### config.mk
export PLATFORM = sky130hd
export DESIGN_NAME = ipcMailbox
export DESIGN_NICKNAME = d
export VERILOG_FILES = /design/src/rtl/ipcMbPkg.sv /design/src/rtl/mbFifo.sv /design/src/rtl/mbCtrl.sv /design/src/rtl/mbDatapath.sv /design/src/rtl/ipcMailbox.sv
export SDC_FILE = /design/constraint.sdc
export NUM_CORES = 2
export LEC_CHECK = 0
export BUFFER_PORTS_ARGS = -buffer_cell sky130_fd_sc_hd__buf_2
export CAP_MARGIN = 15
export CORE_MARGIN = 10
export CORE_UTILIZATION = 55
export CTS_CLUSTER_DIAMETER = 50
export DETAILED_ROUTE_END_ITERATION = 16
export PLACE_DENSITY = 0.83
export SYNTH_ARGS = -nofsm -noshare
export SYNTH_HDL_FRONTEND = slang
export SYNTH_SLANG_ARGS = --single-unit
export TNS_END_PERCENT = 30
### constraint.sdc
create_clock -name clk -period 3.95 [get_ports clk]
set_clock_uncertainty 0.05 [all_clocks]
set_input_delay 0.395 -clock clk [delete_from_list [all_inputs] [get_ports clk]]
set_output_delay 0.395 -clock clk [all_outputs]
set_load 0.03 [all_outputs]
### src/rtl/ipcMbPkg.sv
package ipcMbPkg;
  localparam int CH     = 8;
  localparam int DEPTH  = 4;
  localparam int DW     = 32;
  localparam int AW     = 12;
  localparam int SIDES  = 2;
  localparam int CNT_W  = $clog2(DEPTH + 1);
  localparam int ST_W   = 2 * CH;
  localparam int NGRP   = (CH + 3) / 4;

  typedef enum logic [3:0] {
    RG_NONE, RG_DIR, RG_REN, RG_RST, RG_LEN, RG_LST, RG_FULL, RG_CNT, RG_DATA
  } region_e;

  typedef struct packed {
    logic [CH-1:0]              push;
    logic [CH-1:0]              pop;
    logic [CH-1:0]              dirLoad;
    logic [CH-1:0]              dirVal;
    logic [SIDES-1:0]           enWr;
    logic [SIDES-1:0][ST_W-1:0] w1c;
  } mbStrobes_t;
endpackage

### src/rtl/mbFifo.sv
module mbFifo
  import ipcMbPkg::*;
(
  input  logic             clk,
  input  logic             rstN,
  input  logic             push,
  input  logic             pop,
  input  logic [DW-1:0]    din,
  output logic [CNT_W-1:0] fill,
  output logic [DW-1:0]    head
);
  localparam int PTR_W = (DEPTH > 1) ? $clog2(DEPTH) : 1;

  logic [DEPTH-1:0][DW-1:0] mem;
  logic [PTR_W-1:0] rdPtr, wrPtr;

  function automatic logic [PTR_W-1:0] nextPtr(input logic [PTR_W-1:0] p);
    return (int'(p) == DEPTH - 1) ? '0 : p + 1'b1;
  endfunction

  assign head = mem[rdPtr];

  always_ff @(posedge clk) begin
    if (!rstN) begin
      rdPtr <= '0;
      wrPtr <= '0;
      fill  <= '0;
      mem   <= '0;
    end else begin
      if (push) begin
        mem[wrPtr] <= din;
        wrPtr      <= nextPtr(wrPtr);
      end
      if (pop) rdPtr <= nextPtr(rdPtr);
      if (push && !pop) fill <= fill + 1'b1;
      else if (pop && !push) fill <= fill - 1'b1;
    end
  end


  fill_bound_chk: assert property (@(posedge clk) disable iff (!rstN)
    int'(fill) <= DEPTH);

  no_overflow_chk: assert property (@(posedge clk) disable iff (!rstN)
    push |-> int'(fill) != DEPTH);

  no_underflow_chk: assert property (@(posedge clk) disable iff (!rstN)
    pop |-> fill != '0);

  fill_track_chk: assert property (@(posedge clk) disable iff (!rstN)
    1'b1 |=> fill == $past(fill) + CNT_W'($past(push)) - CNT_W'($past(pop)));
endmodule

### src/rtl/mbCtrl.sv
module mbCtrl
  import ipcMbPkg::*;
(
  input  logic                        clk,
  input  logic                        rstN,
  input  logic [SIDES-1:0]            wrEn,
  input  logic [SIDES-1:0]            rdEn,
  input  logic [SIDES-1:0][AW-1:0]    addr,
  input  logic [SIDES-1:0][DW-1:0]    wrData,
  input  logic [CH-1:0]               aSends,
  input  logic [CH-1:0][CNT_W-1:0]    fill,
  input  logic [CH-1:0][DW-1:0]       head,
  input  logic [SIDES-1:0][ST_W-1:0]  status,
  input  logic [SIDES-1:0][ST_W-1:0]  intEn,
  output mbStrobes_t                  strb,
  output logic [SIDES-1:0][DW-1:0]    rdData
);
  function automatic region_e decode(input logic [AW-1:0] a);
    logic [AW-3:0] w;
    w = a[AW-1:2];
    if (int'(w) < NGRP) return RG_DIR;
    if (w == (AW-2)'('h10)) return RG_REN;
    if (w == (AW-2)'('h14)) return RG_RST;
    if (w == (AW-2)'('h18)) return RG_LEN;
    if (w == (AW-2)'('h1C)) return RG_LST;
    if (w[AW-3:6] == (AW-8)'(1) && int'(w[3:0]) < CH) begin
      case (w[5:4])
        2'd0:    return RG_FULL;
        2'd1:    return RG_CNT;
        2'd2:    return RG_DATA;
        default: return RG_NONE;
      endcase
    end
    return RG_NONE;
  endfunction

  always_comb begin
    region_e rg;
    int      sel;
    logic    mine;
    logic    isFull;
    strb   = '0;
    rdData = '0;
    for (int s = 0; s < SIDES; s++) begin
      rg  = decode(addr[s]);
      sel = int'(addr[s][AW-1:2]);
      if (rg == RG_FULL || rg == RG_CNT || rg == RG_DATA) sel = int'(addr[s][5:2]);
      unique case (rg)
        RG_REN: rdData[s][ST_W-1:0] = intEn[SIDES-1-s];
        RG_RST: rdData[s][ST_W-1:0] = status[SIDES-1-s];
        RG_LEN: rdData[s][ST_W-1:0] = intEn[s];
        RG_LST: rdData[s][ST_W-1:0] = status[s];
        default: ;
      endcase
      if (rg == RG_LEN && wrEn[s]) strb.enWr[s] = 1'b1;
      if (rg == RG_LST && wrEn[s]) strb.w1c[s] = wrData[s][ST_W-1:0];
      for (int c = 0; c < CH; c++) begin
        mine   = (aSends[c] == (s == 0));
        isFull = (int'(fill[c]) == DEPTH);
        if (rg == RG_DIR && c / 4 == sel) begin
          rdData[s][8*(c%4)]   = !mine;
          rdData[s][4+8*(c%4)] = mine;
          if (s == 0 && wrEn[s]) begin
            strb.dirLoad[c] = 1'b1;
            strb.dirVal[c]  = wrData[s][4+8*(c%4)];
          end
        end
        if (c == sel) begin
          if (rg == RG_FULL) rdData[s][0] = isFull;
          if (rg == RG_CNT)  rdData[s][CNT_W-1:0] = fill[c];
          if (rg == RG_DATA) begin
            if (!mine && fill[c] != '0) begin
              rdData[s] = head[c];
              if (rdEn[s]) strb.pop[c] = 1'b1;
            end
            if (mine && wrEn[s] && !isFull) strb.push[c] = 1'b1;
          end
        end
      end
    end
  end


  dir_owner_chk: assert property (@(posedge clk) disable iff (!rstN)
    (strb.dirLoad != '0) |-> wrEn[0]);

  pop_needs_read_chk: assert property (@(posedge clk) disable iff (!rstN)
    (strb.pop != '0) |-> (rdEn != '0));
endmodule

### src/rtl/mbDatapath.sv
module mbDatapath
  import ipcMbPkg::*;
(
  input  logic                        clk,
  input  logic                        rstN,
  input  mbStrobes_t                  strb,
  input  logic [SIDES-1:0][DW-1:0]    wrData,
  output logic [CH-1:0]               aSends,
  output logic [CH-1:0][CNT_W-1:0]    fill,
  output logic [CH-1:0][DW-1:0]       head,
  output logic [SIDES-1:0][ST_W-1:0]  status,
  output logic [SIDES-1:0][ST_W-1:0]  intEn,
  output logic [SIDES-1:0]            irq
);
  logic [CH-1:0] rxPend;

  always_ff @(posedge clk) begin
    if (!rstN) begin
      aSends <= '0;
      intEn  <= '0;
    end else begin
      for (int c = 0; c < CH; c++)
        if (strb.dirLoad[c]) aSends[c] <= strb.dirVal[c];
      for (int s = 0; s < SIDES; s++)
        if (strb.enWr[s]) intEn[s] <= wrData[s][ST_W-1:0];
    end
  end

  for (genvar c = 0; c < CH; c++) begin : g_chan
    logic clrHit;
    logic notFull;

    mbFifo u_fifo (
      .clk  (clk),
      .rstN (rstN),
      .push (strb.push[c]),
      .pop  (strb.pop[c]),
      .din  (aSends[c] ? wrData[0] : wrData[1]),
      .fill (fill[c]),
      .head (head[c])
    );

    assign clrHit  = aSends[c] ? strb.w1c[1][2*c] : strb.w1c[0][2*c];
    assign notFull = int'(fill[c]) != DEPTH;

    always_ff @(posedge clk) begin
      if (!rstN) rxPend[c] <= 1'b0;
      else if (strb.push[c]) rxPend[c] <= 1'b1;
      else if (clrHit && fill[c] == '0) rxPend[c] <= 1'b0;
    end

    assign status[0][2*c]   = rxPend[c] & ~aSends[c];
    assign status[0][2*c+1] = notFull & aSends[c];
    assign status[1][2*c]   = rxPend[c] & aSends[c];
    assign status[1][2*c+1] = notFull & ~aSends[c];


    rx_hold_chk: assert property (@(posedge clk) disable iff (!rstN)
      (fill[c] != '0) |-> rxPend[c]);
  end

  for (genvar s = 0; s < SIDES; s++) begin : g_irq
    assign irq[s] = |(status[s] & intEn[s]);

    irq_quiet_chk: assert property (@(posedge clk) disable iff (!rstN)
      (intEn[s] == '0) |-> !irq[s]);
  end
endmodule

### src/rtl/ipcMailbox.sv
module ipcMailbox
  import ipcMbPkg::*;
(
  input  logic          clk,
  input  logic          rstN,
  input  logic          aWrEn,
  input  logic          aRdEn,
  input  logic [AW-1:0] aAddr,
  input  logic [DW-1:0] aWrData,
  output logic [DW-1:0] aRdData,
  output logic          aIrq,
  input  logic          bWrEn,
  input  logic          bRdEn,
  input  logic [AW-1:0] bAddr,
  input  logic [DW-1:0] bWrData,
  output logic [DW-1:0] bRdData,
  output logic          bIrq
);
  mbStrobes_t                 strb;
  logic [SIDES-1:0]           wrEn, rdEn, irq;
  logic [SIDES-1:0][AW-1:0]   addr;
  logic [SIDES-1:0][DW-1:0]   wrData, rdData;
  logic [CH-1:0]              aSends;
  logic [CH-1:0][CNT_W-1:0]   fill;
  logic [CH-1:0][DW-1:0]      head;
  logic [SIDES-1:0][ST_W-1:0] status, intEn;

  assign wrEn   = {bWrEn, aWrEn};
  assign rdEn   = {bRdEn, aRdEn};
  assign addr   = {bAddr, aAddr};
  assign wrData = {bWrData, aWrData};
  assign aRdData = rdData[0];
  assign bRdData = rdData[1];
  assign aIrq    = irq[0];
  assign bIrq    = irq[1];

  mbCtrl u_ctrl (
    .clk    (clk),
    .rstN   (rstN),
    .wrEn   (wrEn),
    .rdEn   (rdEn),
    .addr   (addr),
    .wrData (wrData),
    .aSends (aSends),
    .fill   (fill),
    .head   (head),
    .status (status),
    .intEn  (intEn),
    .strb   (strb),
    .rdData (rdData)
  );

  mbDatapath u_dp (
    .clk    (clk),
    .rstN   (rstN),
    .strb   (strb),
    .wrData (wrData),
    .aSends (aSends),
    .fill   (fill),
    .head   (head),
    .status (status),
    .intEn  (intEn),
    .irq    (irq)
  );
endmodule

* Word level (Yosys, flattened, before mapping)
Index checks and enable logic that the tools add are counted.
** Word-level totals
- Bits in registers :: 1128
- Word-level logic and storage cells :: 828
- Output and inout bits :: 66
- Input bits :: 94
** Cells by class
- Reductions and logical operators :: 164
- Bitwise logic cells :: 42
- Mux-type cells :: 418
- Equal/unequal tests :: 76
- Magnitude comparators :: 28
- Add/subtract/negate cells :: 32
** Operators with widths (count)
- $mux 32 :: 72
- $bwmux 128 :: 8
- $bmux 32 s2 :: 8
- $demux 32 s2 :: 8
- $mux 1 :: 236
- $eq 4x32->1 const A :: 4
- $pmux 16 s4 :: 2
- $mux 3 :: 36
- $mux 4 :: 26
- $logic_and 1x1->1 :: 90
- $eq 10x5->1 const B :: 8
- $logic_not 32->1 :: 2
- $lt 2x3->1 const B :: 16
- $eq 3x10->1 const A :: 4
- $eq 2x1->1 const B :: 18
- $add 2x1->2 const B :: 16
- $and 1x1->1 :: 32
- $and 16x16->16 :: 2
- $eq 3x32->1 const A :: 1
- $eq 4x3->1 const B :: 8
- $logic_not 1->1 :: 32
- $mux 2 :: 16
- $reduce_bool 2->1 :: 16
- $reduce_or 16->1 :: 2
- 21 further kinds :: 97

* Logic depth before layout (Yosys ltp)
- Word-level depth :: 73
- Mapped depth :: 14
- Mapped depth without buffers :: 12

* Cells and area by module
From an unflattened synthesis, not the netlist that was laid out.
** Unflattened totals
- Cell total of the unflattened synthesis :: 6730
- Area total of the unflattened synthesis :: 60420.4 µm²
** By module, submodules not included
- mbFifo :: cells each 640, instances 8, area each 5994.5 µm², seq. area each 2702.6 µm²
- mbCtrl :: cells each 1079, instances 1, area each 6977.9 µm², seq. area each 0.0 µm²
- mbDatapath :: cells each 531, instances 1, area each 5486.5 µm², seq. area each 960.9 µm²

* Worst setup path before layout
No wires, ideal clock.
- Path type :: input port to output port
- Start :: input bAddr[11]
- End :: output bRdData[24]
- Data required time :: 3.505 ns
- Path buffers :: 2
- Arrival :: 3.301 ns
- Cell stages on the path :: 9
- Path slack :: 0.204 ns
- Path through :: or4b_4 > buf_4 > nor4_4 > and3_1 > clkbuf_1 > a22oi_1 > a31oi_1 > a2111oi_0 > o41ai_1
** Between the ends
- Longest elaborated chain between the ends :: 43
- Elaborated cells between the ends (all ways) :: 82
- Those cells by class :: 1 x order compare; 16 x eq/ne; 59 x mux; 6 x reduce/logical
** RTL lines
- start, declared :: line ipcMailbox.sv:14 : input logic [AW-1:0] bAddr,
- $eq 4x1->1 :: line mbCtrl.sv:26 : if (w[AW-3:6] == (AW-8)'(1) && int'(w[3:0]) < CH) begin
- $logic_and 1x1->1 :: line mbCtrl.sv:26
- $mux 1 (2 in a row) :: line mbCtrl.sv:26
- $mux 1 :: line mbCtrl.sv:25 : if (w == (AW-2)'('h1C)) return RG_LST;
- $mux 1 :: line mbCtrl.sv:24 : if (w == (AW-2)'('h18)) return RG_LEN;
- $mux 1 :: line mbCtrl.sv:23 : if (w == (AW-2)'('h14)) return RG_RST;
- $mux 1 :: line mbCtrl.sv:22 : if (w == (AW-2)'('h10)) return RG_REN;
- $mux 4 :: line mbCtrl.sv:34 : return RG_NONE;
- [26 not listed]
- $mux 32 :: line mbCtrl.sv:68 : if (c == sel) begin
- $mux 32 :: line mbCtrl.sv:72 : if (!mine && fill[c] != '0) begin
- $mux 32 :: line mbCtrl.sv:71 : if (rg == RG_DATA) begin
- $mux 32 :: line mbCtrl.sv:68
- $mux 1 :: line mbCtrl.sv:60 : if (rg == RG_DIR && c / 4 == sel) begin
- $mux 32 :: line mbCtrl.sv:72
- $mux 32 :: line mbCtrl.sv:71
- $mux 32 * :: line mbCtrl.sv:68
- end, declared :: line ipcMailbox.sv:16 : output logic [DW-1:0] bRdData,
Every way passes the cells marked *; elsewhere a longest branch is shown, timed or not. The select of a mux whose other input is x is not followed.

* Worst setup path in the final report
- Start :: register u_dp.g_chan[5].u_fifo.fill[0]
- End :: output bRdData[11]
** Between the ends
- Longest elaborated chain between the ends :: 27
- Elaborated cells between the ends (all ways) :: 30
- Those cells by class :: 1 x eq/ne; 25 x mux; 2 x bitwise; 2 x reduce/logical
** RTL lines
- start, declared :: line mbFifo.sv:9 : output logic [CNT_W-1:0] fill,
- start signal, assigned :: line mbFifo.sv:35 : if (push && !pop) fill <= fill + 1'b1;
- start signal, assigned :: line mbFifo.sv:36 : else if (pop && !push) fill <= fill - 1'b1;
- $ne 3x3->1 :: line mbDatapath.sv:44 : assign notFull = int'(fill[c]) != DEPTH;
- $and 1x1->1, on equally long branches :: line mbDatapath.sv:55, mbDatapath.sv:53
- $pmux 16 s4 :: line mbCtrl.sv:48 : unique case (rg)
- $mux 32 :: line mbCtrl.sv:72
- $mux 32 :: line mbCtrl.sv:71
- $mux 32 :: line mbCtrl.sv:68
- $mux 32 :: line mbCtrl.sv:72
- $mux 32 :: line mbCtrl.sv:71
- [11 not listed]
- $mux 32 :: line mbCtrl.sv:71
- $mux 32 * :: line mbCtrl.sv:68
- $mux 32 :: line mbCtrl.sv:72
- $mux 32 :: line mbCtrl.sv:71
- $mux 32 * :: line mbCtrl.sv:68
- $mux 32 :: line mbCtrl.sv:72
- $mux 32 :: line mbCtrl.sv:71
- $mux 32 * :: line mbCtrl.sv:68
Every way passes the cells marked *; elsewhere a longest branch is shown, timed or not.

==> results by group <==
Worst setup path
  – Worst setup SP type: register
  – CP Max Fanout: 11
  – Critical R2R Capture: u_dp.g_chan[3].u_fifo.fill[2]$_SDFFE_PN0P_
  – Setup crit end kind: output port
  – Setup CP Type: register to output port
  – Worst setup path end: bRdData[11]
  – Worst path depth: 10
  – Critical path, cell by cell: o31ai_2 -> nor4_2 -> buf_4 -> and3_1 -> buf_4 -> a22o_1 -> a221oi_1 -> o21ai_0 -> buf_4 -> buf_2
  – R2R setup slack: roughly 0.31 ns
  – Arr. time, crit path: roughly 3.5 ns
  – R2R Path Start: u_dp.g_chan[3].u_fifo.fill[0]$_SDFFE_PN0P_
  – Most frequent CP cell: buf_4
  – Slowest CP cell: dfxtp_1
  – Launch point of the worst path: u_dp.g_chan[5].u_fifo.fill[0]$_SDFFE_PN0P_
  – Worst Path Buf+Inv: 4
  – Top delay family on crit path: compound AO/OA/AOI/OAI gates
  – Crit-path max cell delay: 0.43 ns
  – Reg2Reg Depth: 12
  – Worst endpoint required time: ~3.5 ns

Synthesis
  – Main combinational cell family by area after synthesis: compound AO/OA/AOI/OAI gates
  – Synthesized-area fraction occupied by xor and xnor cells: 0.00489
  – Net Count, Synth: just under 6000
  – Post-synthesis compound-gate area fraction: 0.256
  – Ys async rst share: 0
  – Unique masters post-synth: 85
  – Simple-Gate Fraction of Synth Area: 0.123
  – Yosys warns: 0
  – Flops & latches, synth: ~1100
  – Post-synthesis cell count: roughly 5700
  – Number of synthesized flops with an enable pin: 0
  – Post-synthesis cell area: 57300 µm²
  – Synth Area in Adders: 0.0133
  – Primary FF master, synth: dfxtp_1
  – Post-synthesis sequential area ratio: 0.394
  – Syn Area/Cell: between 10 and 15 µm²
  – Multiplexer share of the synthesized area: 0.154

Timing
  – Final Hold Viols: 0
  – Worst setup margin: 0.0210 ns
  – Setup Viol. Count Final: 0
  – Period Utilization, post-route: 0.995
  – Final Slew Violations: 0
  – Clock period minus worst slack: just under 4 ns
  – Hold WS: about 0.077 ns
  – Least-Margin Pin Slew: between 0.9 and 1 ns
  – Fmax: roughly 250 MHz
  – Max-slew headroom: 0.350
  – RSZ-0062 raised after global routing: true

Pwr
  – P_leak: 34.4 nW
  – Worst VDD drop: 0.433 mV
  – PwrDens: approximately 370 nW/µm²

Floorplan
  – Die Y-Extent: 343 µm
  – Initial core utilization: 0.553
  – Row count: around 120
  – Core area: 103000 µm²
  – Die area: 117000 µm²
  – Die width: 343 µm
  – Num ports: 160

Route
  – Final wirelength: roughly 210000 µm
  – DR DRC count: 0
  – Routed wire per std cell: just under 30 µm
  – Via Count: 49363
  – Initial DRT Pass Iterations: 6
  – Vias/cell: roughly 7.0
  – Routed Antenna Nets: 0
  – 1st-iter DRT viols: roughly 6700

Place
  – Dpl cells: just under 7000
  – Gpl congestion: between 1 and 1.5
  – Dpl ws: 0.0388 ns
  – Dpl hpwl: ~150000 µm
  – IO Port Bufs: 155

Clocking
  – Clock transition at the registers of the reported paths: ~0.06 ns
  – Clk root buf: clkbuf_16
  – Clock sinks: roughly 1100
  – CTS hold repair buffers: 0
  – CTS tree: yes
  – Number of CTS-inserted buffers: about 120
  – Clock Path Buffers: 3
  – Worst-skew pair later-pin latency: roughly 0.73 ns
  – # H-tree levels: 3

Global route
  – Global Route Usage Sum: 0.342
  – Initial antenna violation count: 13
  – Vias in the first global route: about 48000
  – First-pass GRT wire length: just over 300000 µm
  – Largest net degree at the start of global routing: 114
  – Grt total ovfl: 0

Min path
  – Hold Crit Class: primary input to register
  – Hold Startpoint: bWrData[7]

Outcome
  – Outcome: completed

Layout
  – Final Util: 0.620
  – Layout cells sized above 1: 0.176
  – Final #Nets: around 5800
  – Area growth syn-to-layout: 12.0%
  – Final Non-Filler Cells: roughly 7100

Run
  – Max cap viols: 0
where the power goes:
| part | internal [mW] | total, mW | switching (mW) |
|---|---|---|---|
| registers | 11.4 | 11.4 | 0.000362 |
| clock network | 6.73 | 11.6 | 4.90 |
| logic | 0.186 | 0.880 | 0.695 |
| total | 18.3 | 23.9 | 5.59 |
tightest hold or removal path, cell delays in order:
cell and delay, ns:
buf_2 0.21, nand3_1 0.11, a21boi_0 0.07
cell usage after synthesis, types with 75 or more instances:
library cell / n / area (µm²)
a22oi_1: 106 / 796
buf_1: 75 / 282
buf_2: 193 / 966
clkbuf_1: 301 / 1130
dfxtp_1: 1128 / 22600
mux2i_1: 290 / 2900
mux4_2: 262 / 5900
nand2_1: 1186 / 4450
nand3_1: 83 / 415
nor2_1: 85 / 319
o211a_1: 1027 / 10300
o21ai_0: 79 / 395
routing by layer:
metal | global-route usage | vias to the layer above | part of all wire
met2 | 0.510 | 2887 | 0.43
li1 | - | 21129 | -
met5 | 0 | - | 0.00074
met4 | 0.276 | 20 | 0.096
met3 | 0.0812 | 820 | 0.097
met1 | 0.419 | 24507 | 0.37
cell usage in the layout (no fill, tap or decap), types with 16 or more instances in the layout:
cell | netlist | routed
nor2_1 | 85 | 83
a21oi_1 | 49 | 47
dfxtp_1 | 1128 | 1098
a22o_1 | 38 | 38
a21boi_0 | 62 | 62
clkbuf_1 | 301 | 24
nand4_1 | 17 | 17
mux2i_1 | 290 | 290
and2_1 | 33 | 25
buf_2 | 193 | 152
clkbuf_8 | 0 | 25
a221oi_1 | 62 | 57
o21ai_0 | 79 | 79
o211a_1 | 1027 | 1027
nor3b_2 | 0 | 25
buf_4 | 53 | 208
xor2_1 | 24 | 24
nand3_1 | 83 | 82
nor3_1 | 38 | 35
inv_1 | 38 | 38
clkinv_2 | 0 | 16
mux4_2 | 262 | 262
nand2_1 | 1186 | 1186
o22ai_1 | 33 | 33
nor2b_1 | 40 | 40
buf_12 | 0 | 63
a31oi_1 | 18 | 18
dfxtp_2 | 0 | 26
clkbuf_16 | 0 | 121
and3_1 | 25 | 25
a22oi_1 | 106 | 106
ha_1 | 48 | 48
a222oi_1 | 20 | 20
worst min-delay path by stage:
stage / slack (ns) / depth (start not counted) / end
after floorplan: 0.41 / 2 / u_dp.intEn[4]$_SDFFE_PN0P_
after global placement: 0.42 / 1 / u_dp.g_chan[5].u_fifo.mem[72]$_SDFFE_PN0P_
after detailed placement: 0.43 / 1 / u_dp.g_chan[1].u_fifo.mem[82]$_SDFFE_PN0P_
after CTS: 0.05 / 3 / u_dp.intEn[25]$_SDFFE_PN0P_
after global routing: 0.07 / 3 / u_dp.intEn[23]$_SDFFE_PN0P_
final: 0.08 / 3 / u_dp.intEn[23]$_SDFFE_PN0P_
layout make-up:
| cell class | count | area (µm²) |
|---|---|---|
| multi-input combinational | 3886 | 31900 |
| fill | 8149 | 39400 |
| timing repair buffer | 427 | 3630 |
| tap | 1380 | 1730 |
| clock inverter | 47 | 653 |
| inverter | 39 | 146 |
| antenna | 4 | 10.0 |
| clock buffer | 170 | 3460 |
| sequential | 1128 | 22600 |
registers in the layout, summed over array words and instances (netlist names):
name,count
u_dp.rxPend,8
u_dp.g_chan.u_fifo.mem,1024
u_dp.g_chan.u_fifo.fill,24
u_dp.aSends,8
u_dp.intEn,32
u_dp.g_chan.u_fifo.rdPtr,16
u_dp.g_chan.u_fifo.wrPtr,16
kinds of logic after synthesis:
family | count (synthesis)
muxes | 554
and+or+nand+nor | 1623
AOI/OAI and AO/OA | 1621
xor gates and xnor gates | 32
buffers and inverters | 679
adders and majority gates | 56
DFF | 1128
repair_timing:
action | CTS | global route
endpoints found under the setup margin | 13 | 27
gates resized for setup | 15 | 32
pin swaps | 1 | 2
endpoints found under the hold margin | 0 | 0
setup buffers | 0 | 1
metrics by stage:
stage	instance area (µm²)	total power [mW]	TNS (ns)
after floorplan	57300	12.1	0
after global placement	59800	12.5	0
after detailed placement	59800	12.5	0
after CTS	64000	23.9	-0.0432
after global routing	64100	24.4	-0.142
final	64100	23.9	0
Note: power is estimated with default switching activity, not from simulation.
